==> src/rtl/fir4_pkg.sv <==
package fir4_pkg;
  localparam int NTAPS  = 4;
  localparam int ADDR_W = $clog2(NTAPS);
  localparam int GRP_W  = 2;
endpackage

==> src/rtl/fir4_ctrl.sv <==
module fir4_ctrl
  import fir4_pkg::*;
#(
  parameter int LANES = 1
) (
  input  logic              clk,
  input  logic              rst,
  input  logic              start_i,
  output logic              busy_o,
  output logic              clr_o,
  output logic              rd_ce_o,
  output logic [ADDR_W-1:0] rd_addr_o [LANES],
  output logic              mac_act_o,
  output logic              mac_last_o,
  output logic [GRP_W-1:0]  mac_grp_o
);
  localparam int NSTEP = NTAPS / LANES;
  localparam logic [GRP_W-1:0] LAST_GRP = GRP_W'(NSTEP - 1);

  logic             fetch_act;
  logic [GRP_W-1:0] fetch_grp;
  logic             mac_act;
  logic [GRP_W-1:0] mac_grp;
  logic             accept;

  assign busy_o = fetch_act | mac_act;
  assign accept = start_i & ~busy_o;
  assign clr_o  = accept;

  // fetch stage issues reads; mac stage consumes data one cycle later
  always_ff @(posedge clk) begin
    if (rst) begin
      fetch_act <= 1'b0;
      fetch_grp <= '0;
      mac_act   <= 1'b0;
      mac_grp   <= '0;
    end else begin
      mac_act <= fetch_act;
      mac_grp <= fetch_grp;
      if (accept) begin
        fetch_act <= 1'b1;
        fetch_grp <= '0;
      end else if (fetch_act) begin
        if (fetch_grp == LAST_GRP) fetch_act <= 1'b0;
        else                       fetch_grp <= fetch_grp + 1'b1;
      end
    end
  end

  genvar l;
  generate
    for (l = 0; l < LANES; l++) begin : g_addr
      assign rd_addr_o[l] = ADDR_W'(NTAPS - 1 - int'(fetch_grp) * LANES - l);
    end
  endgenerate

  assign rd_ce_o    = fetch_act;
  assign mac_act_o  = mac_act;
  assign mac_grp_o  = mac_grp;
  assign mac_last_o = mac_act & (mac_grp == LAST_GRP);
endmodule

==> src/rtl/fir4_datapath.sv <==
module fir4_datapath
  import fir4_pkg::*;
#(
  parameter int DATA_W = 16,
  parameter int COEF_W = 16,
  parameter int ACC_W  = DATA_W + COEF_W + 2,
  parameter int LANES  = 1
) (
  input  logic                     clk,
  input  logic                     rst,
  input  logic                     clr_i,
  input  logic                     mac_act_i,
  input  logic                     mac_last_i,
  input  logic [GRP_W-1:0]         mac_grp_i,
  input  logic signed [DATA_W-1:0] sample_i,
  input  logic signed [COEF_W-1:0] coef_i [LANES],
  output logic signed [ACC_W-1:0]  result_o,
  output logic                     done_o
);
  localparam int PROD_W = DATA_W + COEF_W;

  logic signed [DATA_W-1:0] hist [NTAPS];
  logic signed [ACC_W-1:0]  acc;
  logic signed [ACC_W-1:0]  acc_next;
  logic [ADDR_W-1:0]        tap  [LANES];
  logic signed [DATA_W-1:0] src  [LANES];
  logic signed [PROD_W-1:0] prod [LANES];

  genvar l;
  generate
    for (l = 0; l < LANES; l++) begin : g_lane
      assign tap[l]  = ADDR_W'(NTAPS - 1 - int'(mac_grp_i) * LANES - l);
      // tap 0 takes the fresh sample, others take the next-younger entry
      assign src[l]  = (tap[l] == '0) ? sample_i : hist[tap[l] - 1'b1];
      assign prod[l] = src[l] * coef_i[l];
    end
  endgenerate

  always_comb begin
    acc_next = acc;
    for (int i = 0; i < LANES; i++) begin
      acc_next = acc_next + {{(ACC_W-PROD_W){prod[i][PROD_W-1]}}, prod[i]};
    end
  end

  always_ff @(posedge clk) begin
    if (rst) begin
      for (int i = 0; i < NTAPS; i++) hist[i] <= '0;
      acc      <= '0;
      result_o <= '0;
      done_o   <= 1'b0;
    end else begin
      done_o <= 1'b0;
      if (clr_i) begin
        acc <= '0;
      end else if (mac_act_i) begin
        acc <= acc_next;
        for (int i = 0; i < LANES; i++) hist[tap[i]] <= src[i];
        if (mac_last_i) begin
          result_o <= acc_next;
          done_o   <= 1'b1;
        end
      end
    end
  end
endmodule

==> src/rtl/fir4_folded.sv <==
module fir4_folded
  import fir4_pkg::*;
#(
  parameter int DATA_W    = 16,
  parameter int COEF_W    = 16,
  parameter int DUAL_PORT = 0,
  parameter int ACC_W     = DATA_W + COEF_W + 2
) (
  input  logic                     clk,
  input  logic                     rst,
  input  logic                     start_i,
  input  logic signed [DATA_W-1:0] sample_i,
  output logic [1:0]               coef_addr_a_o,
  output logic                     coef_ce_a_o,
  input  logic signed [COEF_W-1:0] coef_data_a_i,
  output logic [1:0]               coef_addr_b_o,
  output logic                     coef_ce_b_o,
  input  logic signed [COEF_W-1:0] coef_data_b_i,
  output logic                     busy_o,
  output logic                     done_o,
  output logic signed [ACC_W-1:0]  result_o
);
  localparam int LANES = (DUAL_PORT != 0) ? 2 : 1;

  logic              clr;
  logic              rd_ce;
  logic [ADDR_W-1:0] rd_addr [LANES];
  logic              mac_act;
  logic              mac_last;
  logic [GRP_W-1:0]  mac_grp;
  logic signed [COEF_W-1:0] coef [LANES];

  fir4_ctrl #(.LANES(LANES)) u_ctrl (
    .clk        (clk),
    .rst        (rst),
    .start_i    (start_i),
    .busy_o     (busy_o),
    .clr_o      (clr),
    .rd_ce_o    (rd_ce),
    .rd_addr_o  (rd_addr),
    .mac_act_o  (mac_act),
    .mac_last_o (mac_last),
    .mac_grp_o  (mac_grp)
  );

  assign coef_addr_a_o = rd_addr[0];
  assign coef_ce_a_o   = rd_ce;
  assign coef[0]       = coef_data_a_i;

  generate
    if (LANES == 2) begin : g_dual
      assign coef_addr_b_o = rd_addr[1];
      assign coef_ce_b_o   = rd_ce;
      assign coef[1]       = coef_data_b_i;
    end else begin : g_single
      assign coef_addr_b_o = '0;
      assign coef_ce_b_o   = 1'b0;
    end
  endgenerate

  fir4_datapath #(
    .DATA_W (DATA_W),
    .COEF_W (COEF_W),
    .ACC_W  (ACC_W),
    .LANES  (LANES)
  ) u_dp (
    .clk        (clk),
    .rst        (rst),
    .clr_i      (clr),
    .mac_act_i  (mac_act),
    .mac_last_i (mac_last),
    .mac_grp_i  (mac_grp),
    .sample_i   (sample_i),
    .coef_i     (coef),
    .result_o   (result_o),
    .done_o     (done_o)
  );
endmodule

==> config.mk <==
export PLATFORM = sky130hd
export DESIGN_NAME = fir4_folded
export DESIGN_NICKNAME = d
export VERILOG_FILES = /design/src/rtl/fir4_pkg.sv /design/src/rtl/fir4_ctrl.sv /design/src/rtl/fir4_datapath.sv /design/src/rtl/fir4_folded.sv
export SDC_FILE = /design/constraint.sdc
export NUM_CORES = 1
export LEC_CHECK = 0
export ABC_AREA = 1
export BUFFER_PORTS_ARGS = -buffer_cell sky130_fd_sc_hd__buf_2
export CORE_UTILIZATION = 55
export CTS_BUF_LIST = sky130_fd_sc_hd__clkbuf_4
export DETAILED_ROUTE_END_ITERATION = 7
export GPL_TIMING_DRIVEN = 0
export HOLD_SLACK_MARGIN = 0.06
export PLACE_DENSITY = 0.73
export REMOVE_ABC_BUFFERS = 1
export SLEW_MARGIN = 15
export SYNTH_ARGS = -nofsm -noshare
export SYNTH_HDL_FRONTEND = slang
export SYNTH_SLANG_ARGS = --single-unit
==> constraint.sdc <==
create_clock -name clk -period 10.8 [get_ports clk]
set_input_delay 2.16 -clock clk [delete_from_list [all_inputs] [get_ports clk]]
set_output_delay 2.16 -clock clk [all_outputs]
set_load 0.05 [all_outputs]
==> metrics.txt <==
#FFs+latches synth=139; DRT Pass-1 Iters=6; crit start category=flop; met2 usage=49.3%; largest net degree at the start of global routing=36; io pins=93; min-delay src=u_dp.result_o[4]; top cells by area, synth=fa_1, edfxtp_1, inv_1, dfxtp_1, ha_1; final setup fails=0; Worst EP arrival=10.48 ns; Max Fclk=0.100 GHz; family with the most delay on the worst path=adder cells; Setup CP Type=reg -> reg; CP Data Required Time=11.30 ns; DP Cell Count=2670; # Post-CTS Setup Buffers=0; Post-Syn Instances=2252; final hold viol count=0; dpl ws=0.403 ns; initial antenna violation count=1; Clock transition at path regs=0.14 ns; Routability Congestion=0.972; met3 Track Usage GR=4.61%; Mean Syn Cell Area=7.92 µm²; drt via density=5.45; ys async rst share=0%; TritonCTS clock tree=yes; Worst Path Buf+Inv=9; first-pass GRT wire length=75100 µm; DP HPWL=37200 µm; fin crit period=9.98 ns; top-area cell type share of the netlist area=29.5%; max-slew violation count=0; Clock Skews=0.0348 ns; gr ovfl total=0; Syn-to-layout area delta=6.05%; Main synth FF type=dfxtp_1; slack of the worst reg-to-reg path=0.82 ns; cell count of the worst reg-to-reg path=33; critical-path maximum fanout=35; Design Area, Final=18900 µm²; R2R Path Start=u_ctrl.mac_grp_o[0]; r2r endpoint=u_dp.result_o[24]; Worst-Margin Slew=1.16 ns; Post-synth EDFFs=64; H-tree levels=4; Die X=182 µm; Total Die Area=33100 µm²; Vias=14700; status=finished, final reports clean; Inserted Clock Buffers=17; ratio of cells with drive above 1 in the final layout=7.52%; post-synth cell types=52; CTS Hold Bufs=0; leading area contributor after synthesis=fa_1; GR peak layer=met2; Skew-Pair Late Insertion Delay=0.61 ns; cts repair resizes=0; Initial Util=56.2%; post-route insts no fill=2703; Worst Hold End=u_dp.result_o[4]; DRT antenna net count=0; Worst setup EP type=flop; Post-Syn Area=17800 µm²; Hold Crit Class=reg -> reg; clk root buf=clkbuf_4; total global-route track usage=28.9%; PortBufs=73; total wire length after detailed routing=45400 µm; 1st-iter DRT viols=1145; fin nets=2720; hold path depth=2; vias in the first global route=14900; RSZ-0062 raised after global routing=false; DR WL/cell=16.8 µm; PnR worst setup slack=0.816 ns; Max-Cap Viols=0; Fin Setup TNS=0 ns; row cnt=65; # DRC=0; register area share after synthesis=19.2%; Cell Area, Placed=18600 µm²; Longest Clk Path Bufs=2; Die Y=182 µm; relative slew slack=22.5%; Tcrit/Tclk final=92.4%; crit path max-delay cell type=dfxtp_4; synth warn=0; CTS sink cnt=139; Core Area=31700 µm²; grt met1 use=38.2%; Max stage delay on crit path=0.68 ns
-- sequential cells by signal (all words and copies together) (netlist names) --
register	count
u_dp.hist	64
u_ctrl.fetch_grp	2
u_ctrl.mac_act_o	1
u_ctrl.mac_grp_o	2
u_dp.result_o	34
u_dp.acc	34
u_dp.done_o	1
u_ctrl.rd_ce_o	1
-- cell families (layout without fill, tap and decap cells) --
family | after synthesis | count (layout) | share of synthesized area (%)
buffers and inverters | 571 | 617 | 12.4
muxes | 16 | 16 | 0.898
AOI/OAI and AO/OA | 226 | 226 | 7.71
xor gates and xnor gates | 40 | 40 | 1.96
adders and majority gates | 382 | 382 | 37.9
DFF | 139 | 139 | 19.2
other | 1 | 4 | 0.0210
and+or+nand+nor | 877 | 877 | 19.9
-- layout make-up --
| type | instances | area [µm²] |
|---|---|---|
| timing repair buffer | 84 | 518 |
| antenna | 1 | 2.50 |
| tap | 402 | 503 |
| multi-input combinational | 1544 | 12300 |
| clock inverter | 14 | 158 |
| fill | 2926 | 12800 |
| inverter | 501 | 1880 |
| sequential | 139 | 3430 |
| clock buffer | 18 | 135 |
-- per-layer routing --
| metal | wire, µm | vias to the layer above |
|---|---|---|
| li1 | - | 6942 |
| met1 | 19000 | 7188 |
| met2 | 22300 | 513 |
| met3 | 3040 | 77 |
| met4 | 1030 | 0 |
| met5 | 0 | - |
-- placed cells by master, fill, tap and decap left out, types with 17 or more instances in the layout --
master	n
nand2_1	380
o221ai_1	17
fa_1	263
ha_1	119
inv_1	481
dfxtp_1	73
nor2_1	359
nand3_1	89
xor2_1	26
clkbuf_4	18
o21ai_0	67
buf_2	73
a21oi_1	71
edfxtp_1	64
-- cells in the mapped netlist (5+ instances only) --
cell type and instances:
dfxtp_1 75, o21ai_1 5, clkbuf_1 32, a21oi_1 71, o21ai_0 79, mux2i_1 16, o21bai_1 5, nor3_1 5
nand2_2 10, fa_1 263, o211ai_1 16, buf_1 6, xor2_1 26, inv_2 11, nand4_1 13, nor2_1 359
nand3_1 89, xnor2_1 14, nand2_1 380, edfxtp_1 64, inv_1 483, clkinv_1 7, o221ai_1 17, a21o_1 10
ha_1 119, buf_2 25
-- worst register-to-register path, delay by kind of cell, from the launching register on --
family / cells / cell delay, ns
adders and majority gates: 9 / 4.15
AOI/OAI and AO/OA: 6 / 1.73
buffers and inverters: 9 / 1.64
and+or+nand+nor: 8 / 1.49
DFF: 1 / 0.68
xor gates and xnor gates: 1 / 0.20
-- stage by stage --
stage / hold WS [ns] / util [%]
after floorplan: 0.449 / -
after global placement: 0.451 / 57.9
after detailed placement: 0.455 / 58.6
after CTS: 0.474 / 59.5
after global routing: 0.494 / 59.6
final: 0.477 / 59.6
-- worst max-delay path by stage --
stage	startpoint	endpoint	cells after the start
after CTS	u_ctrl.mac_grp_o[0]	u_dp.result_o[28]	33
final	u_ctrl.mac_grp_o[0]	u_dp.result_o[24]	33
after detailed placement	sample_i[12]	u_dp.acc[33]	35
after floorplan	sample_i[15]	u_dp.acc[33]	31
after global placement	sample_i[14]	u_dp.result_o[33]	35
after global routing	u_ctrl.mac_grp_o[0]	u_dp.result_o[32]	35
Power is not shown: default switching activity piles up to over one toggle a cycle in this logic, so the estimate is an artifact.
